<file path="config.mk">
export PLATFORM = sky130hd
export DESIGN_NAME = sysopt_ctrl
export DESIGN_NICKNAME = d
export VERILOG_FILES = /design/src/rtl/sysopt_pkg.sv /design/src/rtl/sysopt_reg.sv /design/src/rtl/sysopt_cop.sv /design/src/rtl/sysopt_ctrl.sv
export SDC_FILE = /design/constraint.sdc
export NUM_CORES = 1
export LEC_CHECK = 0
export BUFFER_PORTS_ARGS = -buffer_cell sky130_fd_sc_hd__buf_2
export CORE_ASPECT_RATIO = 1.5
export CORE_MARGIN = 3
export CORE_UTILIZATION = 53
export DETAILED_ROUTE_END_ITERATION = 12
export HOLD_SLACK_MARGIN = 0.03
export PLACE_DENSITY_LB_ADDON = 0.3
export SYNTH_ARGS = -nofsm -noshare
export SYNTH_HDL_FRONTEND = slang
export SYNTH_HIERARCHICAL = 1
export SYNTH_SLANG_ARGS = --single-unit
</file>
<file path="constraint.sdc">
create_clock -name clk -period 2.9 [get_ports clk]
set_input_delay 0.435 -clock clk [delete_from_list [all_inputs] [get_ports clk]]
set_output_delay 0.435 -clock clk [all_outputs]
set_load 0.03 [all_outputs]
</file>
<file path="src/rtl/sysopt_pkg.sv">
package sysopt_pkg;

    // Register bit positions (read-back layout)
    localparam int BIT_COP_EN   = 7;
    localparam int BIT_COP_LONG = 6;
    localparam int BIT_STOP_EN  = 5;
    localparam int BIT_FIX_HI   = 4;
    localparam int BIT_DBG      = 1;
    localparam int BIT_FIX_LO   = 0;

    typedef enum logic [1:0] {
        CAUSE_NONE = 2'b00,
        CAUSE_COP  = 2'b01,
        CAUSE_STOP = 2'b10
    } cause_t;

    typedef struct packed {
        logic cop_en;
        logic cop_long;
        logic stop_en;
        logic dbg_en;
    } opt_t;

    localparam opt_t OPT_RESET = '{cop_en: 1'b1, cop_long: 1'b1, stop_en: 1'b0, dbg_en: 1'b1};

endpackage

</file>
<file path="src/rtl/sysopt_reg.sv">
module sysopt_reg
    import sysopt_pkg::*;
(
    input  logic       clk,
    input  logic       rst,
    input  logic       wr_en,
    input  logic       block_wr,
    input  opt_t       wr_opt,
    output opt_t       opt,
    output logic [7:0] rd_data
);

    typedef struct packed {
        opt_t opt;
        logic locked;
    } reg_state_t;

    reg_state_t st_d, st_q;

    always_comb begin
        st_d = st_q;
        if (wr_en && !block_wr && !st_q.locked) begin
            st_d.opt    = wr_opt;
            st_d.locked = 1'b1;
        end
    end

    always_ff @(posedge clk) begin
        if (rst) begin
            st_q.opt    <= OPT_RESET;
            st_q.locked <= 1'b0;
        end else begin
            st_q <= st_d;
        end
    end

    assign opt = st_q.opt;

    always_comb begin
        rd_data               = 8'h00;
        rd_data[BIT_COP_EN]   = st_q.opt.cop_en;
        rd_data[BIT_COP_LONG] = st_q.opt.cop_long;
        rd_data[BIT_STOP_EN]  = st_q.opt.stop_en;
        rd_data[BIT_FIX_HI]   = 1'b1;
        rd_data[BIT_DBG]      = st_q.opt.dbg_en;
        rd_data[BIT_FIX_LO]   = 1'b1;
    end

    // once locked, settings never move until reset
    a_r1_locked_stable: assert property (@(posedge clk) disable iff (rst)
        st_q.locked |=> $stable(st_q.opt));

    // a write blocked by an expiry leaves all state untouched
    a_r8_blocked_write: assert property (@(posedge clk) disable iff (rst)
        (wr_en && block_wr) |=> $stable(st_q));

endmodule

</file>
<file path="src/rtl/sysopt_cop.sv">
module sysopt_cop #(
    parameter int SHORT_LOG2 = 13,
    parameter int LONG_LOG2  = 18
) (
    input  logic clk,
    input  logic rst,
    input  logic en,
    input  logic long_sel,
    input  logic svc,
    output logic expire
);

    localparam int CW = LONG_LOG2;
    localparam logic [CW-1:0] LIM_LONG  = {CW{1'b1}};
    localparam logic [CW-1:0] LIM_SHORT = CW'((64'd1 << SHORT_LOG2) - 64'd1);

    typedef struct packed {
        logic [CW-1:0] cnt;
    } cop_state_t;

    cop_state_t st_d, st_q;
    logic [CW-1:0] lim;

    always_comb begin
        lim    = long_sel ? LIM_LONG : LIM_SHORT;
        st_d   = st_q;
        expire = 1'b0;
        if (!en || svc) begin
            st_d.cnt = '0;
        end else if (st_q.cnt >= lim) begin
            expire   = 1'b1;
            st_d.cnt = '0;
        end else begin
            st_d.cnt = st_q.cnt + 1'b1;
        end
    end

    always_ff @(posedge clk) begin
        if (rst) begin
            st_q.cnt <= '0;
        end else begin
            st_q <= st_d;
        end
    end

    // a service pulse restarts the count
    a_r5_svc_clears: assert property (@(posedge clk) disable iff (rst)
        svc |=> (st_q.cnt == '0));

    // a disabled watchdog holds its count at zero
    a_r6_off_zero: assert property (@(posedge clk) disable iff (rst)
        !en |=> (st_q.cnt == '0));

endmodule

</file>
<file path="src/rtl/sysopt_ctrl.sv">
module sysopt_ctrl
    import sysopt_pkg::*;
#(
    parameter int SHORT_LOG2 = 13,
    parameter int LONG_LOG2  = 18
) (
    input  logic       clk,
    input  logic       rst,
    input  logic       wr_en,
    input  logic [7:0] wr_data,
    output logic [7:0] rd_data,
    input  logic       svc,
    input  logic       stop_req,
    output logic       cop_en,
    output logic       cop_long,
    output logic       stop_en,
    output logic       dbg_pin_en,
    output logic       rst_req,
    output logic [1:0] rst_cause
);

    typedef struct packed {
        logic   req;
        cause_t cause;
    } req_state_t;

    opt_t       opt, wr_opt;
    logic       expire;
    logic       illegal_stop;
    logic       unused_wr_bits;
    req_state_t st_d, st_q;

    always_comb begin
        wr_opt.cop_en   = wr_data[BIT_COP_EN];
        wr_opt.cop_long = wr_data[BIT_COP_LONG];
        wr_opt.stop_en  = wr_data[BIT_STOP_EN];
        wr_opt.dbg_en   = wr_data[BIT_DBG];
    end

    assign unused_wr_bits = ^{wr_data[4], wr_data[3], wr_data[2], wr_data[0]};

    sysopt_reg u_reg (
        .clk      (clk),
        .rst      (rst),
        .wr_en    (wr_en),
        .block_wr (expire),
        .wr_opt   (wr_opt),
        .opt      (opt),
        .rd_data  (rd_data)
    );

    sysopt_cop #(
        .SHORT_LOG2 (SHORT_LOG2),
        .LONG_LOG2  (LONG_LOG2)
    ) u_cop (
        .clk      (clk),
        .rst      (rst),
        .en       (opt.cop_en),
        .long_sel (opt.cop_long),
        .svc      (svc),
        .expire   (expire)
    );

    assign illegal_stop = stop_req && !opt.stop_en;

    always_comb begin
        st_d.req   = 1'b0;
        st_d.cause = CAUSE_NONE;
        if (expire) begin
            st_d.req   = 1'b1;
            st_d.cause = CAUSE_COP;
        end else if (illegal_stop) begin
            st_d.req   = 1'b1;
            st_d.cause = CAUSE_STOP;
        end
    end

    always_ff @(posedge clk) begin
        if (rst) begin
            st_q.req   <= 1'b0;
            st_q.cause <= CAUSE_NONE;
        end else begin
            st_q <= st_d;
        end
    end

    assign cop_en     = opt.cop_en;
    assign cop_long   = opt.cop_long;
    assign stop_en    = opt.stop_en;
    assign dbg_pin_en = opt.dbg_en;
    assign rst_req    = st_q.req;
    assign rst_cause  = st_q.cause;

    // an illegal stop produces a stop-cause request on the next cycle
    a_r7_illegal_stop: assert property (@(posedge clk) disable iff (rst)
        (stop_req && !stop_en && !expire) |=> (rst_req && rst_cause == 2'b10));

    // cause is one-hot while requesting and zero otherwise
    a_r9_cause_coding: assert property (@(posedge clk) disable iff (rst)
        rst_req ? $onehot(rst_cause) : (rst_cause == 2'b00));

    // an expiry always surfaces as a watchdog-cause request
    a_r4_expire_req: assert property (@(posedge clk) disable iff (rst)
        expire |=> (rst_req && rst_cause == 2'b01));

endmodule

</file>
After elaboration in Yosys (flattened, before gate mapping) --
Cells that the tools add are included.
Operators by class: $add $sub $neg 1, magnitude comparators 1, multiplexer cells 5, reductions and logical operators 10
Operator list (number):
- $add A18 B1 Y18 const B | 1
- $ge A18 B18 Y1 | 1
- $mux W18 | 1
- $mux W3 | 2
- $logic_not A1 Y1 | 4
- $logic_and A1 B1 Y1 | 3
- $reduce_or A3 Y1 | 1
- $mux W1 | 2
- $reduce_or A2 Y1 | 1
- $logic_or A1 B1 Y1 | 1
Word-level totals: flip-flop bits (word level) 26, input port bits 13, output and inout bits 15, logic and storage cells 26

Logic depth before layout (Yosys ltp) --
depth in word-level cells 7, gate-level depth with buffers 9, gate-level depth less buffers 8

Cells and area by module --
Netlist, hierarchy kept.
Modules (own cells, without submodules):
- sysopt_cop | instances 1, cells each 103, area an instance 945.9 um^2, sequential area each 360.3 um^2
- sysopt_reg | instances 1, cells each 36, area an instance 315.3 um^2, sequential area each 100.1 um^2
- sysopt_ctrl | instances 1, cells each 8, area an instance 100.1 um^2, sequential area each 60.1 um^2

Worst setup path before layout --
No wires, ideal clock.
path type register to register, start point reg, netlist name u_reg/opt[2], end point reg u_cop/st_q[3] (netlist bit), library setup time 0.078 ns, arrival 2.195 ns, required time 2.822 ns, path slack 0.627 ns, stages on the path, launching flop included 10, path buffers 3, clock period less this slack 2.273 ns, cell sequence dfxtp_1 buf_4 inv_1 ha_1 and4_1 a2111o_1 a21o_1 clkbuf_1 buf_1 nor3_1
Between the ends: longest elaborated chain between the ends 3
RTL lines:
- $mux W18 | line sysopt_cop.sv:25 | lim = long_sel ? LIM_LONG : LIM_SHORT;
- $ge A18 B18 Y1 | line sysopt_cop.sv:30 | end else if (st_q.cnt >= lim) begin
- $reduce_or A3 Y1 (no source line)
- end signal, assigned | line sysopt_cop.sv:42 | st_q <= st_d;
- end, declared | line sysopt_cop.sv:21 | cop_state_t st_d, st_q;
No other way between the ends. A chain may end at the register's enable or synchronous reset.

Final worst setup path --
start point reg, netlist name u_reg/opt[2], end point reg, netlist name u_reg/opt[3]
Between the ends: longest elaborated chain between the ends 7
RTL lines:
- $mux W18 | line sysopt_cop.sv:25
- $ge A18 B18 Y1 | line sysopt_cop.sv:30
- $mux W1 | line sysopt_cop.sv:30
- $mux W1 | line sysopt_cop.sv:28 | if (!en || svc) begin
- named net expire | line sysopt_ctrl.sv:28 | logic expire;
- $logic_not A1 Y1 | line sysopt_reg.sv:22 | if (wr_en && !block_wr && !st_q.locked) begin
- $logic_and A1 B1 Y1 (2 in a row) | line sysopt_reg.sv:22
The timed path passes the listed nets, and every way through them passes these cells.

==> flow_metrics.env <==
export IMPL_grtUsageTotal_pct=17.05
export IMPL_drc=0
export IMPL_synthTopCellsByArea="dfxtp_1 38%, buf_4 7.2%, xnor2_1 5.8%, ha_1 5.5%, nor3_1 5.5%"
export IMPL_core_um2=2338
export IMPL_post_synth_top_area_cell="dfxtp_1"
export IMPL_grt_ovfl_total=0
export IMPL_power_density_nw_per_um2=481.5
export IMPL_n_fill_cell=206
export IMPL_cp_arrival_ns=2.53
export IMPL_yosysTopAreaCellShare_pct=38.24
export IMPL_gp_congestion=0.8097
export IMPL_cellLeakagePower_uw=0.0005772
export IMPL_clk_pin_slew_ns=0.14
export IMPL_p_comb_share_pct=10.1
export IMPL_nets=175
export IMPL_maxSlewHeadroom_pct=59.18
export IMPL_post_cts_buffers=0
export IMPL_cts_tree="yes"
export IMPL_holdBufCountCts=0
export IMPL_rsz0062_at_grt="no"
export IMPL_drv_slew=0
export IMPL_yosysWarnings=6
export IMPL_min_path_type="in -> reg"
export IMPL_p_switching_uw=162.2
export IMPL_pwr_share_seq_pct=53.7
export IMPL_peakVddDrop_mv=0.3353
export IMPL_synth_commonest_cells="26 x dfxtp_1, 15 x nor3_1, 13 x buf_4"
export IMPL_r2r_start="u_reg/opt[2]"
export IMPL_drt_pass1_iter_count=4
export IMPL_synth_cells=147
export IMPL_initial_core_util_pct=58.21
export IMPL_crit_type="reg -> reg"
export IMPL_max_cap_violations=0
export IMPL_vias_per_cell=5.652
export IMPL_min_period_ns=2.262
export IMPL_fin_util_pct=61.26
export IMPL_h_tree_depth=1
export IMPL_first_global_vias=976
export IMPL_antenna_found_initial=0
export IMPL_ys_dominant_reg_cell="dfxtp_1"
export IMPL_synth_edf_count=0
export IMPL_crit_path_max_fanout=5
export IMPL_port_buffers=19
export IMPL_die_w_um=47.38
export IMPL_syn_area_um2=1361
export IMPL_critPathSlowestCell="dfxtp_1"
export IMPL_post_cts_resize_count=0
export IMPL_cts_sinks=26
export IMPL_tns_ns=0
export IMPL_synth_cell_types=37
export IMPL_fmax_ghz=0.4421
export IMPL_die_h_um=68.07
export IMPL_swShare_pct=23.51
export IMPL_clkPwrFrac_pct=36.2
export IMPL_setup_viol=0
export IMPL_reg2regPathDepth=8
export IMPL_clk_path_buf_depth=2
export IMPL_postRouteAntennaNets=0
export IMPL_endpoint="u_reg/opt[3]"
export IMPL_diodes=0
export IMPL_ys_seq_elements=26
export IMPL_area_delta_synth_final_pct=5.239
export IMPL_synth_async_sr_flop_share_pct=0
export IMPL_drt_iter0_markers=30
export IMPL_grt_pass1_wl_mm=4.002
export IMPL_die_area_um2=3225
export IMPL_skew_ns=0.003566
export IMPL_worstSetupStartpointType="register"
export IMPL_cts_buffers=3
export IMPL_ys_seq_area_share_pct=38.24
export IMPL_insertion_delay_ns=0.33
export IMPL_finalHoldViolCount=0
export IMPL_synth_area_per_cell_um2=9.261
export IMPL_clock_root_buffer="clkbuf_4"
export IMPL_io_pins=28
export IMPL_yosysMostFrequentCell="dfxtp_1"
export IMPL_power_internal_uw=527.7
export IMPL_routed_wl_mm=2.326
export IMPL_startpoint="u_reg/opt[2]"
export IMPL_status="complete, no violations"
export IMPL_slowest_delay_ns=0.39
export IMPL_tightest_slew_ns=0.6122
export IMPL_wire_per_inst_um=13.07
export IMPL_cp_data_required_time_ns=3.17
export IMPL_grt_max_degree=19
export IMPL_rows=21
export IMPL_drive_above_1_share_pct=20.00
export IMPL_post_route_period_util_pct=78.00
export IMPL_dr_total_vias=1006
export IMPL_dpl_hpwl_mm=1.732
export IMPL_crit_path_frequent_cell="a21o_1"
export IMPL_worstPathCellList="inv_1 > ha_1 > a21o_1 > a21o_1 > a221oi_1 > a21oi_1 > nor3b_4 > mux2i_1"
export IMPL_r2r_end="u_reg/opt[3]"
export IMPL_crit_path_end_kind="register"
export IMPL_ff2ff_setup_slack_ns=0.64
-- metal layers --
metal	routed length (um)	track usage [%]	vias to the layer above
met5	0	0	-
met3	82	2.105	2
met1	978	18.37	475
met2	1240	30.20	19
met4	25	9.689	0
li1	-	-	510
-- flip-flops by register name, summed over array words and instances (netlist names) --
signal      flops
u_cop/st_q     18
u_reg/opt       4
rst_cause       2
rst_req         1
u_reg/st_q      1
-- how the worst min path moves through the flow --
stage,to,cells after the start,from,slack [ns]
floorplan,u_cop/st_q[0],1,u_cop/st_q[0],0.45
global placement,u_cop/st_q[0],1,u_cop/st_q[0],0.47
detailed placement,u_cop/st_q[0],1,u_cop/st_q[0],0.48
CTS,rst_cause[1],3,stop_req,0.34
global route,rst_cause[1],3,stop_req,0.35
finish,rst_cause[1],3,stop_req,0.35
-- layout by cell type (no fill, tap or decap), types with 4 or more instances in the layout --
master | synthesis | final
nor3_1 | 15 | 15
dfxtp_1 | 26 | 26
nand3_1 | 6 | 6
xor2_1 | 5 | 5
conb_1 | 2 | 4
xnor2_1 | 9 | 9
ha_1 | 6 | 6
inv_1 | 6 | 6
nor2_1 | 12 | 12
mux2i_1 | 4 | 4
buf_2 | 0 | 19
nand4_1 | 5 | 5
-- area by class of cell --
| type | instances | area [um2] | area share, % |
|---|---|---|---|
| tap | 23 | 28.78 | 2.009 |
| multi-input combinational | 100 | 713.2 | 49.78 |
| sequential | 26 | 520.5 | 36.33 |
| clock inverter | 1 | 30.03 | 2.096 |
| clock buffer | 3 | 22.52 | 1.572 |
| inverter | 6 | 22.52 | 1.572 |
| timing repair buffer | 19 | 95.09 | 6.638 |
-- power groups by stage --
stage	registers, uW	logic [uW]	clock network, uW
6_report	370	69.8	250
5_1_grt	372	76.0	264
4_1_cts	371	70.4	258
3_5_place_dp	378	70.2	0
3_3_place_gp	378	68.4	0
2_1_floorplan	381	62.6	0
-- stage by stage --
stage	area (um2)	power (uW)	hold WS [ns]	worst slack [ns]	cells
2_1_floorplan	1369	443.2	0.4493	0.6272	149
3_3_place_gp	1380	446.3	0.4652	0.6971	174
3_5_place_dp	1380	448.5	0.4760	0.6457	174
4_1_cts	1433	698.6	0.3380	0.5992	178
5_1_grt	1433	712.3	0.3522	0.4421	178
6_report	1433	689.9	0.3517	0.6379	178
-- kinds of logic (layout without fill, tap and decap cells) --
| family | Yosys count | after routing | share of synthesized area [%] |
|---|---|---|---|
| simple gates | 60 | 60 | 27.11 |
| flops | 26 | 26 | 38.24 |
| buf+inv | 23 | 29 | 9.926 |
| xor+xnor | 14 | 14 | 9.008 |
| compound gates | 12 | 12 | 6.710 |
| fa+ha+maj | 6 | 6 | 5.515 |
| mux | 4 | 4 | 2.941 |
| other cells | 2 | 4 | 0.5517 |
-- worst max-delay path, delay by kind of cell, from the launching register on --
| kind | cells | cell delay, ns |
|---|---|---|
| muxes | 1 | 0.22 |
| DFF | 1 | 0.39 |
| adders and majority gates | 1 | 0.33 |
| AOI/OAI and AO/OA | 4 | 0.78 |
| buffers and inverters | 1 | 0.12 |
| and+or+nand+nor | 1 | 0.36 |
No activity file was read; power rests on OpenSTA's default activity.
